<file path="src/rtl/spi_regslave_pkg.sv">
package spi_regslave_pkg;
  typedef enum logic [1:0] {OP_BAD, OP_WR, OP_RD, OP_RDS} op_e;

  typedef struct packed {
    op_e        op;
    logic [2:0] idx;
  } cmd_t;

  // code[4:3] selects the command group, code[2:0] is the register number plus one
  function automatic cmd_t decode_cmd(input logic [4:0] code, input int nreg, input int nsts);
    cmd_t c;
    c.op  = OP_BAD;
    c.idx = code[2:0] - 3'd1;
    if (code[2:0] != 3'd0) begin
      if (code[4:3] == 2'b00 && 32'(code[2:0]) <= nreg) c.op = OP_WR;
      else if (code[4:3] == 2'b01 && 32'(code[2:0]) <= nreg) c.op = OP_RD;
      else if (code[4:3] == 2'b10 && 32'(code[2:0]) <= nsts) c.op = OP_RDS;
    end
    return c;
  endfunction

  function automatic logic [7:0] ctrl_reset(input int i);
    if (i == 0) return 8'h80;
    if (i == 1) return 8'h00;
    return 8'hFF;
  endfunction
endpackage

</file>
<file path="src/rtl/spi_sync.sv">
module spi_sync #(
  parameter int         W       = 3,
  parameter int         STAGES  = 2,
  parameter logic [W-1:0] RST_VAL = '0
) (
  input  logic         clk,
  input  logic         rst,
  input  logic [W-1:0] d_i,
  output logic [W-1:0] q_o
);
  logic [W-1:0] st [STAGES];

  always_ff @(posedge clk) begin
    if (rst) begin
      for (int k = 0; k < STAGES; k++) st[k] <= RST_VAL;
    end else begin
      st[0] <= d_i;
      for (int k = 1; k < STAGES; k++) st[k] <= st[k-1];
    end
  end

  assign q_o = st[STAGES-1];
endmodule

</file>
<file path="src/rtl/spi_frame.sv">
module spi_frame
  import spi_regslave_pkg::*;
#(
  parameter logic [1:0] CHIP_ADDR = 2'b01,
  parameter int         NREG      = 5,
  parameter int         NSTS      = 5
) (
  input  logic       clk,
  input  logic       rst,
  input  logic       sck_s,
  input  logic       si_s,
  input  logic       csn_s,
  input  logic [7:0] rd_byte_i,
  output cmd_t       cmd_o,
  output logic       wr_en_o,
  output logic [7:0] wr_data_o,
  output logic       so_o,
  output logic       so_oe_o
);
  localparam int CW = 5;
  localparam logic [CW-1:0] CMAX = '1;

  logic          sck_q, csn_q;
  logic [CW-1:0] fall_cnt, rise_cnt;
  logic [7:0]    hdr_q, dat_q, so_sh;
  logic          so_q, oe_q, err_q, wr_en_q;

  wire sel      = ~csn_s;
  wire sck_rise = sck_s & ~sck_q;
  wire sck_fall = ~sck_s & sck_q;
  wire cs_start = ~csn_s & csn_q;
  wire cs_end   = csn_s & ~csn_q;

  cmd_t cmd;
  logic have_hdr, addr_ok, code_ok, is_read;
  logic [7:0] verif, rd_v;

  always_comb begin
    cmd      = decode_cmd(hdr_q[5:1], NREG, NSTS);
    have_hdr = fall_cnt >= CW'(8);
    addr_ok  = hdr_q[7:6] == CHIP_ADDR;
    code_ok  = (^hdr_q) && (cmd.op != OP_BAD);
    is_read  = (cmd.op == OP_RD) || (cmd.op == OP_RDS);
    verif    = {err_q, 1'b0, CHIP_ADDR, 4'b1010};
    rd_v     = (addr_ok && code_ok && is_read) ? rd_byte_i : 8'h00;
  end

  always_ff @(posedge clk) begin
    if (rst) begin
      sck_q    <= 1'b0;
      csn_q    <= 1'b1;
      fall_cnt <= '0;
      rise_cnt <= '0;
      hdr_q    <= '0;
      dat_q    <= '0;
      so_sh    <= '0;
      so_q     <= 1'b0;
      oe_q     <= 1'b0;
      err_q    <= 1'b0;
      wr_en_q  <= 1'b0;
    end else begin
      sck_q   <= sck_s;
      csn_q   <= csn_s;
      oe_q    <= sel;
      wr_en_q <= 1'b0;
      if (cs_start) begin
        fall_cnt <= '0;
        rise_cnt <= '0;
        so_sh    <= verif;
        so_q     <= 1'b0;
      end else if (sel) begin
        if (sck_fall) begin
          if (fall_cnt != CMAX) fall_cnt <= fall_cnt + 1'b1;
          if (fall_cnt < CW'(8)) hdr_q <= {hdr_q[6:0], si_s};
          else                   dat_q <= {dat_q[6:0], si_s};
        end
        if (sck_rise) begin
          if (rise_cnt != CMAX) rise_cnt <= rise_cnt + 1'b1;
          if (rise_cnt == CW'(8)) begin
            so_q  <= rd_v[7];
            so_sh <= {rd_v[6:0], 1'b0};
          end else begin
            so_q  <= so_sh[7];
            so_sh <= {so_sh[6:0], 1'b0};
          end
        end
      end
      if (cs_end && have_hdr && addr_ok) begin
        err_q   <= ~code_ok | (fall_cnt != CW'(16));
        wr_en_q <= code_ok && (fall_cnt == CW'(16)) && (cmd.op == OP_WR);
      end
    end
  end

  assign cmd_o     = cmd;
  assign wr_en_o   = wr_en_q;
  assign wr_data_o = dat_q;
  assign so_o      = so_q;
  assign so_oe_o   = oe_q;

  AST_OE_AFTER_RST: assert property (@(posedge clk) rst |=> !oe_q);
  AST_OE_DESELECTED: assert property (@(posedge clk) disable iff (rst) csn_s |=> !oe_q);
  AST_WR_AT_FRAME_END: assert property (@(posedge clk) disable iff (rst)
    wr_en_q |-> ($past(cs_end) && $past(fall_cnt) == CW'(16)));
  AST_WR_ODD_PARITY: assert property (@(posedge clk) disable iff (rst)
    wr_en_q |-> ^$past(hdr_q));
  AST_ERR_CLEARS_AT_END: assert property (@(posedge clk) disable iff (rst)
    $fell(err_q) |-> $past(cs_end));
endmodule

</file>
<file path="src/rtl/spi_regbank.sv">
module spi_regbank
  import spi_regslave_pkg::*;
#(
  parameter int         NREG    = 5,
  parameter logic [7:0] STS_VAL = 8'hFF
) (
  input  logic              clk,
  input  logic              rst,
  input  logic              wr_en_i,
  input  cmd_t              cmd_i,
  input  logic [7:0]        wr_data_i,
  output logic [7:0]        rd_byte_o,
  output logic [8*NREG-1:0] regs_o
);
  logic [7:0] ctrl [NREG];

  for (genvar g = 0; g < NREG; g++) begin : g_reg
    always_ff @(posedge clk) begin
      if (rst)                                          ctrl[g] <= ctrl_reset(g);
      else if (wr_en_i && cmd_i.idx == 3'(g))           ctrl[g] <= wr_data_i;
    end
    assign regs_o[8*g +: 8] = ctrl[g];
  end

  always_comb begin
    case (cmd_i.op)
      OP_RD:   rd_byte_o = ctrl[cmd_i.idx];
      OP_RDS:  rd_byte_o = STS_VAL;
      default: rd_byte_o = 8'h00;
    endcase
  end

  AST_HOLD_WITHOUT_WRITE: assert property (@(posedge clk) disable iff (rst)
    !$past(wr_en_i) |-> $stable(regs_o));
endmodule

</file>
<file path="src/rtl/spi_regslave.sv">
module spi_regslave
  import spi_regslave_pkg::*;
#(
  parameter logic [1:0] CHIP_ADDR   = 2'b01,
  parameter int         NREG        = 5,
  parameter int         NSTS        = 5,
  parameter int         SYNC_STAGES = 2
) (
  input  logic              clk,
  input  logic              rst,
  input  logic              sck,
  input  logic              si,
  input  logic              cs_n,
  output logic              so,
  output logic              so_oe,
  output logic [8*NREG-1:0] regs_o
);
  logic [2:0] pins_s;
  cmd_t       cmd;
  logic       wr_en;
  logic [7:0] wr_data, rd_byte;

  spi_sync #(.W(3), .STAGES(SYNC_STAGES), .RST_VAL(3'b001)) u_sync (
    .clk(clk), .rst(rst), .d_i({sck, si, cs_n}), .q_o(pins_s)
  );

  spi_frame #(.CHIP_ADDR(CHIP_ADDR), .NREG(NREG), .NSTS(NSTS)) u_frame (
    .clk(clk), .rst(rst),
    .sck_s(pins_s[2]), .si_s(pins_s[1]), .csn_s(pins_s[0]),
    .rd_byte_i(rd_byte), .cmd_o(cmd), .wr_en_o(wr_en), .wr_data_o(wr_data),
    .so_o(so), .so_oe_o(so_oe)
  );

  spi_regbank #(.NREG(NREG), .STS_VAL(8'hFF)) u_bank (
    .clk(clk), .rst(rst), .wr_en_i(wr_en), .cmd_i(cmd), .wr_data_i(wr_data),
    .rd_byte_o(rd_byte), .regs_o(regs_o)
  );
endmodule

</file>
<file path="config.mk">
export PLATFORM = sky130hd
export DESIGN_NAME = spi_regslave
export DESIGN_NICKNAME = d
export VERILOG_FILES = /design/src/rtl/spi_regslave_pkg.sv /design/src/rtl/spi_sync.sv /design/src/rtl/spi_frame.sv /design/src/rtl/spi_regbank.sv /design/src/rtl/spi_regslave.sv
export SDC_FILE = /design/constraint.sdc
export NUM_CORES = 1
export LEC_CHECK = 0
export BUFFER_PORTS_ARGS = -buffer_cell sky130_fd_sc_hd__buf_2
export CAP_MARGIN = 20
export CELL_PAD_IN_SITES_DETAIL_PLACEMENT = 1
export CELL_PAD_IN_SITES_GLOBAL_PLACEMENT = 1
export CORE_ASPECT_RATIO = 2
export CORE_UTILIZATION = 40
export CTS_CLUSTER_DIAMETER = 100
export DETAILED_ROUTE_END_ITERATION = 8
export GPL_TIMING_DRIVEN = 0
export PLACE_DENSITY = 0.74
export SLEW_MARGIN = 30
export SYNTH_ARGS = -nofsm -noshare
export SYNTH_HDL_FRONTEND = slang
export SYNTH_HIERARCHICAL = 1
export SYNTH_SLANG_ARGS = --single-unit
</file>
<file path="constraint.sdc">
create_clock -name clk -period 3 [get_ports clk]
set_input_delay 0.45 -clock clk [delete_from_list [all_inputs] [get_ports clk]]
set_output_delay 0.45 -clock clk [all_outputs]
set_load 0.1 [all_outputs]
</file>
==> flow_summary_export.csv, run 1 <==
group,metric,value,unit
place,place_area,4460,um^2
final_layout,diodes,0,
place,dpl_worst_slack,0.252,ns
synthesis,netlist_instances,350,
synthesis,fraction_of_registers_with_async_set_or_reset_after_synthesis,0,%
worst_setup_path,worst_endpoint_data_arrival_time,2.99,ns
drt,route.detailed.wl_per_inst,20.1,um
run,cap_viol_max_count,0,
final_layout,fillers,1111,
final_layout,post-route-cell-area,4760,um^2
place,dp_hpwl,8530,um
timing,min_period_over_period,90.6,%
global_routing,number_of_antenna_violations_at_the_first_check_in_global_routing,0,
timing,fin_skew,0.00675,ns
floorplanning,floorplan.io_pins,47,
worst_setup_path,critical_path.n_buffers_inverters,2,
synthesis,post_synthesis_share_of_cell_area_spent_on_full_adders_half_adders_and_majority_gates,4.62,%
timing,fmax,368,MHz
clock_network,ctsHoldBuffers,0,
timing,final_hold_viol_count,0,
worst_setup_path,critical_path_endpoint_category,"flop",
synthesis,synth_area_per_cell,11.6,um^2
floorplanning,core_area,9830,um^2
worst_setup_path,timing.setup.critical_path_class,"flop to flop",
synthesis,ys_seq_elements,85,
clock_network,h-tree-depth,3,
global_routing,grt_max_degree,19,
place,buffer_ports.inserted,46,
floorplanning,floorplan.die.height,145,um
synthesis,ys_types,54,
timing,timing.hold.ws,0.280,ns
drt,avgViaCountPerCell,5.47,
timing,worst_slack,0.283,ns
place,post-place-cells,528,
synthesis,number_of_enable_type_register_cells_in_the_synthesized_netlist,40,
place,gp_routability_congestion,0.792,
clock_network,worst_setup_hold_path_clk_slew,0.07,ns
floorplanning,placement_rows,51,
final_layout,design.final.nets,427,
clock_network,root_buffer,"clkbuf_16",
run_status,outcome,"complete, no violations",
synthesis,synthesis.nets,370,
worst_hold_path,hold_path.class,"input port to flop",
clock_network,cts_inserted_buffers,9,
worst_setup_path,cp-start-kind,"flop",
synthesis,ys_dominant_reg_cell,"dfxtp_1",
drt,dr.first_iter.drc_count,134,
drt,drc_errors_left,0,
worst_setup_path,cp_cell_sequence,"inv_1 -> ha_1 -> o21bai_1 -> a22oi_1 -> a2111oi_4 -> buf_1 -> o221a_1 -> and3_1 -> nand3_1 -> a21oi_1",
floorplanning,floorplan.initialDensity,41.4,%
global_routing,groute.usage.overall,22.2,%
worst_setup_path,critical_path.slowest_cell,"a2111oi_4",
global_routing,grt_remaining_overflow,0,
synthesis,synth.area.mux_share,6.99,%
clock_network,postCtsSetupBuffers,0,
clock_network,worstSkewPairLatency,0.34,ns
floorplanning,fp.dieArea,10600,um^2
synthesis,synth-xor-area-share,2.49,%
drt,routed_wirelength,10900,um
global_routing,global_route_wire_length_before_repair,16900,um
timing,timing.final.crit_period,2.72,ns
timing,rsz0062_at_grt,"false",
timing,worst_pin_slew,0.713,ns
pwr,power.static_leakage,1.71,nW
global_routing,vias_in_the_first_global_route,3247,
floorplanning,die_x,73.3,um
synthesis,yosys_warnings,6,
synthesis,synth_simple_gate_area_share,20.6,%
final_layout,final-instance-count-excl-fill,544,
timing,finalMaxSlewViolations,0,
final_layout,flow.area_growth_from_synthesis,17.1,%
drt,ant_nets,0,
worst_setup_path,timing.critical_path.slowest_cell_delay,0.51,ns
worst_setup_path,critical_path_required,3.27,ns
timing,slew_headroom,52.3,%
timing,finalSetupTns,0,ns
clock_network,clk_path_buf_depth,2,
drt,via_count_of_the_routed_design,2976,
clock_network,clock_sink_count,85,
clock_network,postCtsResizedCells,0,
synthesis,synth_compound_area_share,9.79,%
worst_setup_path,path_delay_family,"compound AO/OA/AOI/OAI gates",
synthesis,synth-seq-area-share,51.7,%
timing,setup_viol,0,
final_layout,drive_above_1_share,24.5,%
drt,firstDrtPassIters,4,
pwr,power-per-cell-area,520,nW/um^2
pwr,power.ir.vdd_worst,0.388,mV
clock_network,tritoncts,"built",
worst_setup_path,worst-path-max-fanout,8,
synthesis,dominant_combinational_cell_family_by_area_after_synthesis,"simple AND/OR/NAND/NOR gates",
synthesis,synthesis.area,4070,um^2
==> report_power, final <==
part / switching (W) / internal [W]
clock: 0.000483 / 0.000648
sequential: 0.00000819 / 0.00122
combinational: 0.0000934 / 0.0000197
total: 0.000585 / 0.00189
==> registers in the layout (all words and copies together), names as in the netlist <==
| register | count |
|---|---|
| u_frame/sck_q | 1 |
| u_frame/so_oe_o | 1 |
| u_frame/fall_cnt | 5 |
| u_sync/st | 6 |
| u_frame/err_q | 1 |
| u_frame/hdr_q | 8 |
| u_frame/csn_q | 1 |
| u_bank/ctrl | 40 |
| u_frame/wr_data_o | 8 |
| u_frame/rise_cnt | 5 |
| u_frame/so_sh | 7 |
| u_frame/wr_en_o | 1 |
| u_frame/so_o | 1 |
==> final timing paths <==
kind	from	endpoint	slack [ns]	cells after the start
setup / recovery	u_frame/hdr_q[1]	u_frame/so_sh[1]	0.28	10
hold / removal	cs_n	u_sync/st[0][0]	0.28	2
setup reg to reg	u_frame/hdr_q[1]	u_frame/so_sh[1]	0.28	10
hold reg to reg	u_sync/st[0][0]	u_sync/st[0][3]	0.41	1
==> through the flow <==
step	power [W]	utilization [%]
4_1_cts	0.00250	48.4
6_report	0.00248	48.4
3_5_place_dp	0.00137	45.4
5_1_grt	0.00255	48.4
2_1_floorplan	0.00134	-
3_3_place_gp	0.00137	45.4
==> cell usage after synthesis (12+ instances only) <==
master    instances  area, um^2
edfxtp_1         40        1200
inv_1            14        52.6
nand3b_1         17         128
nor2_1           25        93.8
nand2_1          16        60.1
ha_1             15         188
dfxtp_1          45         901
clkbuf_1         12        45.0
a21oi_1          18        90.1
==> metal layers <==
layer	part of all wire (%)	GRT usage [%]	vias to the layer above	wire length, um
li1	-	-	1402	-
met1	34	20.3	1528	3740
met2	63	46.2	34	6840
met3	1.7	3.48	12	186
met4	1.5	7.84	0	163
met5	0	0	-	0
==> final cells by class <==
| cell class | count | area (um^2) | area share, % |
|---|---|---|---|
| sequential | 85 | 2100 | 44.2 |
| multi-input combinational | 231 | 1810 | 38.0 |
| timing repair buffer | 46 | 230 | 4.84 |
| clock buffer | 9 | 225 | 4.73 |
| tap | 132 | 165 | 3.47 |
| buffer | 20 | 104 | 2.18 |
| clock inverter | 7 | 73.8 | 1.55 |
| inverter | 14 | 52.6 | 1.10 |
==> placed cells by master, fill, tap and decap left out, types with 3 or more instances in the layout <==
cell type,instances
a22o_1,4
mux2i_1,10
clkbuf_16,9
nand3b_1,17
xor2_1,6
nand3_1,10
clkbuf_1,12
o21ai_0,4
ha_1,15
mux4_2,7
and3_1,10
nor3_1,3
nand2_1,16
buf_4,3
a21oi_1,18
or2_2,3
nor2_1,25
or3b_2,10
nor2b_1,9
nand4_1,3
inv_1,14
nand2b_1,5
a31oi_1,3
edfxtp_1,40
o221a_1,7
buf_2,48
dfxtp_1,45
a21o_1,7
xnor2_1,3
and4_1,8
==> worst reg2reg max path, cell delays in order, from the launching register on <==
cell	delay [ns]
dfxtp_1	0.47
inv_1	0.20
ha_1	0.27
o21bai_1	0.12
a22oi_1	0.11
a2111oi_4	0.51
buf_1	0.34
o221a_1	0.24
and3_1	0.14
nand3_1	0.08
a21oi_1	0.16
==> cells by family after synthesis <==
kind of cell / Yosys count
DFF: 85
muxes: 18
buffers and inverters: 34
and+or+nand+nor: 135
AOI/OAI and AO/OA: 53
adders and majority gates: 15
xor gates and xnor gates: 10
Power figures use the tool's default switching activity.
==> run 2: changes to the inputs <==
==> constraint.sdc (replaced) <==
create_clock -name clk -period 2.63 [get_ports clk]
set_input_delay 0.3945 -clock clk [delete_from_list [all_inputs] [get_ports clk]]
set_output_delay 0.3945 -clock clk [all_outputs]
set_load 0.1 [all_outputs]
==> run 2 against run 1 <==
- worst hold slack worse by 0.056 ns
- fmax up 8.8%
- cell area up 0.47%
- combinational power up 14%
- cell count up 0.37%
- first-iteration DRC count down 8.2%
- total power up 14%
- routed wire length up 0.20%
- sequential power up 15%
- sequential cell count unchanged
- worst setup slack worse by 0.15 ns
- critical path type unchanged
==> flow_summary_export.csv, run 2 (synthesis gave the netlist of run 1 again) <==
group,metric,value,unit
worst_setup_path,timing.setup.critical_path_class,"flop to flop",
timing,setup_viol,0,
place,dp_hpwl,8530,um
final_layout,number_of_flip_flops_in_the_largest_register,40,
timing,rsz0062_at_grt,"false",
clock_network,worstSkewPairLatency,0.35,ns
floorplanning,core_area,9830,um^2
worst_hold_path,hold_depth,2,
final_layout,layout_common_cells,"49 x buf_2, 45 x dfxtp_1, 40 x edfxtp_1",
timing,min_period_over_period,94.9,%
worst_setup_path,worst-r2r-setup-slack,0.13,ns
drt,route.detailed.wl_per_inst,20.1,um
place,post-place-cells,528,
floorplanning,placement_rows,51,
place,dpl_worst_slack,-0.118,ns
worst_setup_path,worst_r2r_startpoint,"u_frame/hdr_q[1]",
timing,slew_headroom,52.9,%
pwr,power-per-cell-area,591,nW/um^2
global_routing,global_route_met2_usage,45.9,%
timing,final_hold_viol_count,0,
floorplanning,fp.dieArea,10600,um^2
worst_hold_path,endpoint_with_the_worst_hold_slack,"u_sync/st[0][0]",
drt,routed_wirelength,11000,um
clock_network,clk_path_buf_depth,2,
worst_setup_path,worst-path-max-fanout,9,
drt,ant_nets,0,
global_routing,groute.usage.overall,22.2,%
drt,via_count_of_the_routed_design,2995,
final_layout,drive_above_1_share,25.6,%
final_layout,postLayoutCoreUtil,48.7,%
drt,firstDrtPassIters,4,
clock_network,worst_setup_hold_path_clk_slew,0.06,ns
worst_setup_path,critical_path_endpoint_category,"flop",
clock_network,h-tree-depth,3,
clock_network,ctsHoldBuffers,0,
place,buffer_ports.inserted,46,
global_routing,global_route_wire_length_before_repair,16900,um
pwr,total_power,0.00282,W
global_routing,grt_remaining_overflow,0,
worst_setup_path,reg2reg_depth,6,
timing,finalMaxSlewViolations,0,
run_status,outcome,"complete, no violations",
final_layout,regMostFlops,"u_bank/ctrl",
timing,timing.hold.ws,0.224,ns
global_routing,vias_in_the_first_global_route,3246,
floorplanning,floorplan.die.height,145,um
drt,avgViaCountPerCell,5.49,
final_layout,final_common_cell,"buf_2",
timing,fin_skew,0.00573,ns
global_routing,met3_usage,3.69,%
global_routing,grt_max_degree,19,
global_routing,number_of_antenna_violations_at_the_first_check_in_global_routing,0,
global_routing,grt.met1_usage,20.3,%
clock_network,root_buffer,"clkbuf_16",
timing,timing.final.crit_period,2.50,ns
global_routing,grt_most_used_layer,"met2",
worst_setup_path,worst_endpoint_data_arrival_time,2.49,ns
clock_network,cts_inserted_buffers,9,
timing,fmax,401,MHz
worst_hold_path,hold_path.class,"input port to flop",
floorplanning,floorplan.io_pins,47,
worst_setup_path,regToRegEndpoint,"u_bank/ctrl[3][2]",
worst_hold_path,worstHoldStart,"cs_n",
worst_setup_path,cp-start-kind,"flop",
floorplanning,die_x,73.3,um
pwr,power.static_leakage,1.73,nW
final_layout,design.final.nets,429,
clock_network,clock_sink_count,85,
drt,dr.first_iter.drc_count,123,
final_layout,final-instance-count-excl-fill,546,
floorplanning,floorplan.initialDensity,41.4,%
place,gp_routability_congestion,0.792,
timing,worst_pin_slew,0.704,ns
timing,worst_slack,0.134,ns
pwr,power.ir.vdd_worst,0.442,mV
worst_setup_path,critical_path_required,2.62,ns
final_layout,flow.area_growth_from_synthesis,17.6,%
drt,drc_errors_left,0,
run,cap_viol_max_count,0,
clock_network,tritoncts,"built",
final_layout,diodes,0,
[run 2: layout make-up]
class / instances / area, um^2
Buffer: 19 / 101
Clock buffer: 9 / 225
Clock inverter: 7 / 73.8
Fill cell: 1106 / 5040
Inverter: 14 / 52.6
Multi-Input combinational cell: 231 / 1810
Sequential cell: 85 / 2100
Tap cell: 132 / 165
Timing Repair Buffer: 49 / 253
[run 2: worst max path at each step]
stage,startpoint,end,slack (ns)
floorplan,u_frame/hdr_q[1],u_frame/so_sh[1],0.42
global route,u_frame/hdr_q[1],u_bank/ctrl[2][2],0.03
finish,u_frame/hdr_q[1],u_bank/ctrl[3][2],0.13
detailed placement,u_frame/hdr_q[1],u_frame/so_sh[1],-0.12
global placement,u_frame/hdr_q[1],u_frame/so_sh[1],-0.05
CTS,u_frame/hdr_q[1],u_bank/ctrl[0][6],0.001
[run 2: repair_timing]
| item | in CTS | in global routing |
|---|---|---|
| pin swaps | 0 | 1 |
| endpoints found under the hold margin | 0 | 0 |
| gates resized for setup | 1 | 1 |
| buffers inserted | 0 | 3 |
| setup endpoints to repair | 4 | 12 |
[run 2: layer usage]
| metal | share of wire (%) | wire (um) |
|---|---|---|
| met1 | 34 | 3730 |
| met4 | 1.7 | 191 |
| met2 | 62 | 6840 |
| met5 | 0 | 0 |
| met3 | 1.8 | 194 |
[run 2: critical path: stages, from the launching register on]
cell and delay (ns):
dfxtp_1 0.47, inv_1 0.20, ha_1 0.33, inv_1 0.10, and2_2 0.15, clkbuf_1 0.40
a21o_1 0.49
[run 2: through the flow]
| stage | cell area [um^2] | TNS, ns |
|---|---|---|
| 5_1_grt | 4780 | 0 |
| 2_1_floorplan | 4070 | 0 |
| 3_5_place_dp | 4460 | -0.288 |
| 4_1_cts | 4760 | 0 |
| 6_report | 4780 | 0 |
| 3_3_place_gp | 4460 | -0.0491 |
[run 2: power by group]
group | internal [W] | switching (W) | leakage (nW) | total (W)
clock network | 0.000739 | 0.000550 | 0.141 | 0.00129
registers | 0.00140 | 0.00000929 | 0.688 | 0.00141
logic | 0.0000224 | 0.000107 | 0.901 | 0.000129
total | 0.00216 | 0.000666 | 1.73 | 0.00282
==> run 3: changes to the inputs <==
--- a/config.mk
+++ b/config.mk
@@ -14,7 +14,7 @@
 export CTS_CLUSTER_DIAMETER = 100
 export DETAILED_ROUTE_END_ITERATION = 8
 export GPL_TIMING_DRIVEN = 0
-export PLACE_DENSITY = 0.74
+export PLACE_DENSITY = 0.73
 export SLEW_MARGIN = 30
 export SYNTH_ARGS = -nofsm -noshare
 export SYNTH_HDL_FRONTEND = slang
==> run 3 against run 2 <==
- sequential power barely moved
- die area did not move
- non-clock buffer count fell by 3
- critical path type unchanged
- largest cell class unchanged
- largest power group unchanged
==> flow_summary_export.csv, run 3 (synthesis gave the netlist of run 1 again) <==
group,metric,value,unit
clock_network,worstSkewPairLatency,0.34,ns
run,cap_viol_max_count,0,
clock_network,ctsHoldBuffers,0,
final_layout,diodes,0,
timing,timing.final.crit_period,2.38,ns
floorplanning,floorplan.die.height,145,um
clock_network,tritoncts,"built",
final_layout,final_common_cell,"buf_2",
global_routing,grt_max_degree,19,
worst_setup_path,timing.setup.critical_path_class,"flop to flop",
timing,final_hold_viol_count,0,
worst_setup_path,worst-path-max-fanout,8,
global_routing,global_route_wire_length_before_repair,16700,um
timing,finalMaxSlewViolations,0,
worst_setup_path,worst_endpoint_data_arrival_time,2.65,ns
timing,slew_headroom,52.0,%
final_layout,regMostFlops,"u_bank/ctrl",
final_layout,number_of_flip_flops_in_the_largest_register,40,
run_status,outcome,"complete, no violations",
worst_hold_path,hold_path.class,"input port to flop",
final_layout,layout_common_cells,"48 x buf_2, 44 x dfxtp_1, 40 x edfxtp_1",
place,dp_hpwl,8310,um
drt,avgViaCountPerCell,5.45,
timing,min_period_over_period,90.5,%
worst_setup_path,critical_path_endpoint_category,"flop",
global_routing,vias_in_the_first_global_route,3150,
drt,ant_nets,0,
timing,fmax,420,MHz
clock_network,worst_setup_hold_path_clk_slew,0.06,ns
floorplanning,placement_rows,51,
floorplanning,floorplan.io_pins,47,
final_layout,design.final.nets,426,
pwr,power-per-cell-area,590,nW/um^2
timing,rsz0062_at_grt,"false",
clock_network,root_buffer,"clkbuf_16",
floorplanning,die_x,73.3,um
floorplanning,core_area,9830,um^2
final_layout,flow.area_growth_from_synthesis,17.2,%
timing,setup_viol,0,
global_routing,number_of_antenna_violations_at_the_first_check_in_global_routing,0,
pwr,power.static_leakage,1.71,nW
timing,worst_pin_slew,0.717,ns
worst_setup_path,cp-start-kind,"flop",
place,gp_routability_congestion,0.835,
final_layout,drive_above_1_share,25.3,%
timing,finalSetupTns,0,ns
pwr,power.ir.vdd_worst,0.337,mV
drt,via_count_of_the_routed_design,2958,
drt,dr.first_iter.drc_count,132,
drt,route.detailed.wl_per_inst,19.7,um
clock_network,clk_path_buf_depth,2,
clock_network,h-tree-depth,3,
global_routing,grt_remaining_overflow,0,
place,buffer_ports.inserted,46,
global_routing,groute.usage.overall,21.9,%
timing,timing.hold.ws,0.228,ns
drt,firstDrtPassIters,4,
drt,routed_wirelength,10700,um
clock_network,postCtsSetupBuffers,0,
timing,fin_skew,0.00527,ns
final_layout,postLayoutCoreUtil,48.5,%
floorplanning,fp.dieArea,10600,um^2
floorplanning,floorplan.initialDensity,41.4,%
clock_network,clock_sink_count,85,
worst_setup_path,critical_path_required,2.90,ns
clock_network,cts_inserted_buffers,9,
drt,drc_errors_left,0,
run 3: final timing paths:
kind	startpoint	end	slack (ns)	depth (start not counted)
worst min register to register	u_sync/st[0][0]	u_sync/st[0][3]	0.42	1
worst max-delay path	u_frame/hdr_q[1]	u_frame/so_sh[1]	0.25	10
worst max register to register	u_frame/hdr_q[1]	u_frame/so_sh[1]	0.25	10
worst min-delay path	cs_n	u_sync/st[0][0]	0.23	2
run 3: area by class of cell:
class,instances,area [um^2]
fillers,1096,5060
flip-flops and latches,85,2100
multi-input cells,231,1810
repair buffers,46,230
clock buffers,9,225
well taps,132,165
plain buffers,19,104
clock inverters,7,73.8
inverters,14,52.6
run 3: routing by layer:
layer,vias to the layer above,track usage (%),part of all wire (%),wire length (um)
li1,1395,-,-,-
met2,39,45.7,63,6700
met4,0,7.84,1.7,187
met3,12,2.93,2.3,247
met1,1512,20.1,33,3560
met5,-,0,0,0
run 3: timing repair:
action                     CTS  global route
setup endpoints to repair    3            12
resized for setup            1             3
pin swaps                    0             1
gates cloned                 0             0
run 3: power by group:
part / total [W] / internal (W) / switching (W)
Combinational: 0.000129 / 0.0000224 / 0.000106
Clock: 0.00128 / 0.000737 / 0.000539
Sequential: 0.00141 / 0.00140 / 0.00000940
run 3: critical path, cell delays in order (launching register included):
cell	delay (ns)
dfxtp_2	0.40
inv_1	0.14
ha_1	0.24
o21bai_1	0.12
a22oi_1	0.11
a2111oi_4	0.41
clkbuf_4	0.30
o221a_1	0.17
and3_1	0.16
nand3_1	0.08
a21oi_1	0.16
run 3: metrics by stage:
step           total power, W  cells  setup slack [ns]  cell area, um^2
6_report              0.00281    543             0.251             4760
3_3_place_gp          0.00156    528           -0.0740             4460
4_1_cts               0.00283    544            0.0381             4760
5_1_grt               0.00289    543            0.0939             4760
2_1_floorplan         0.00153    350             0.417             4070
3_5_place_dp          0.00156    528           -0.0746             4460
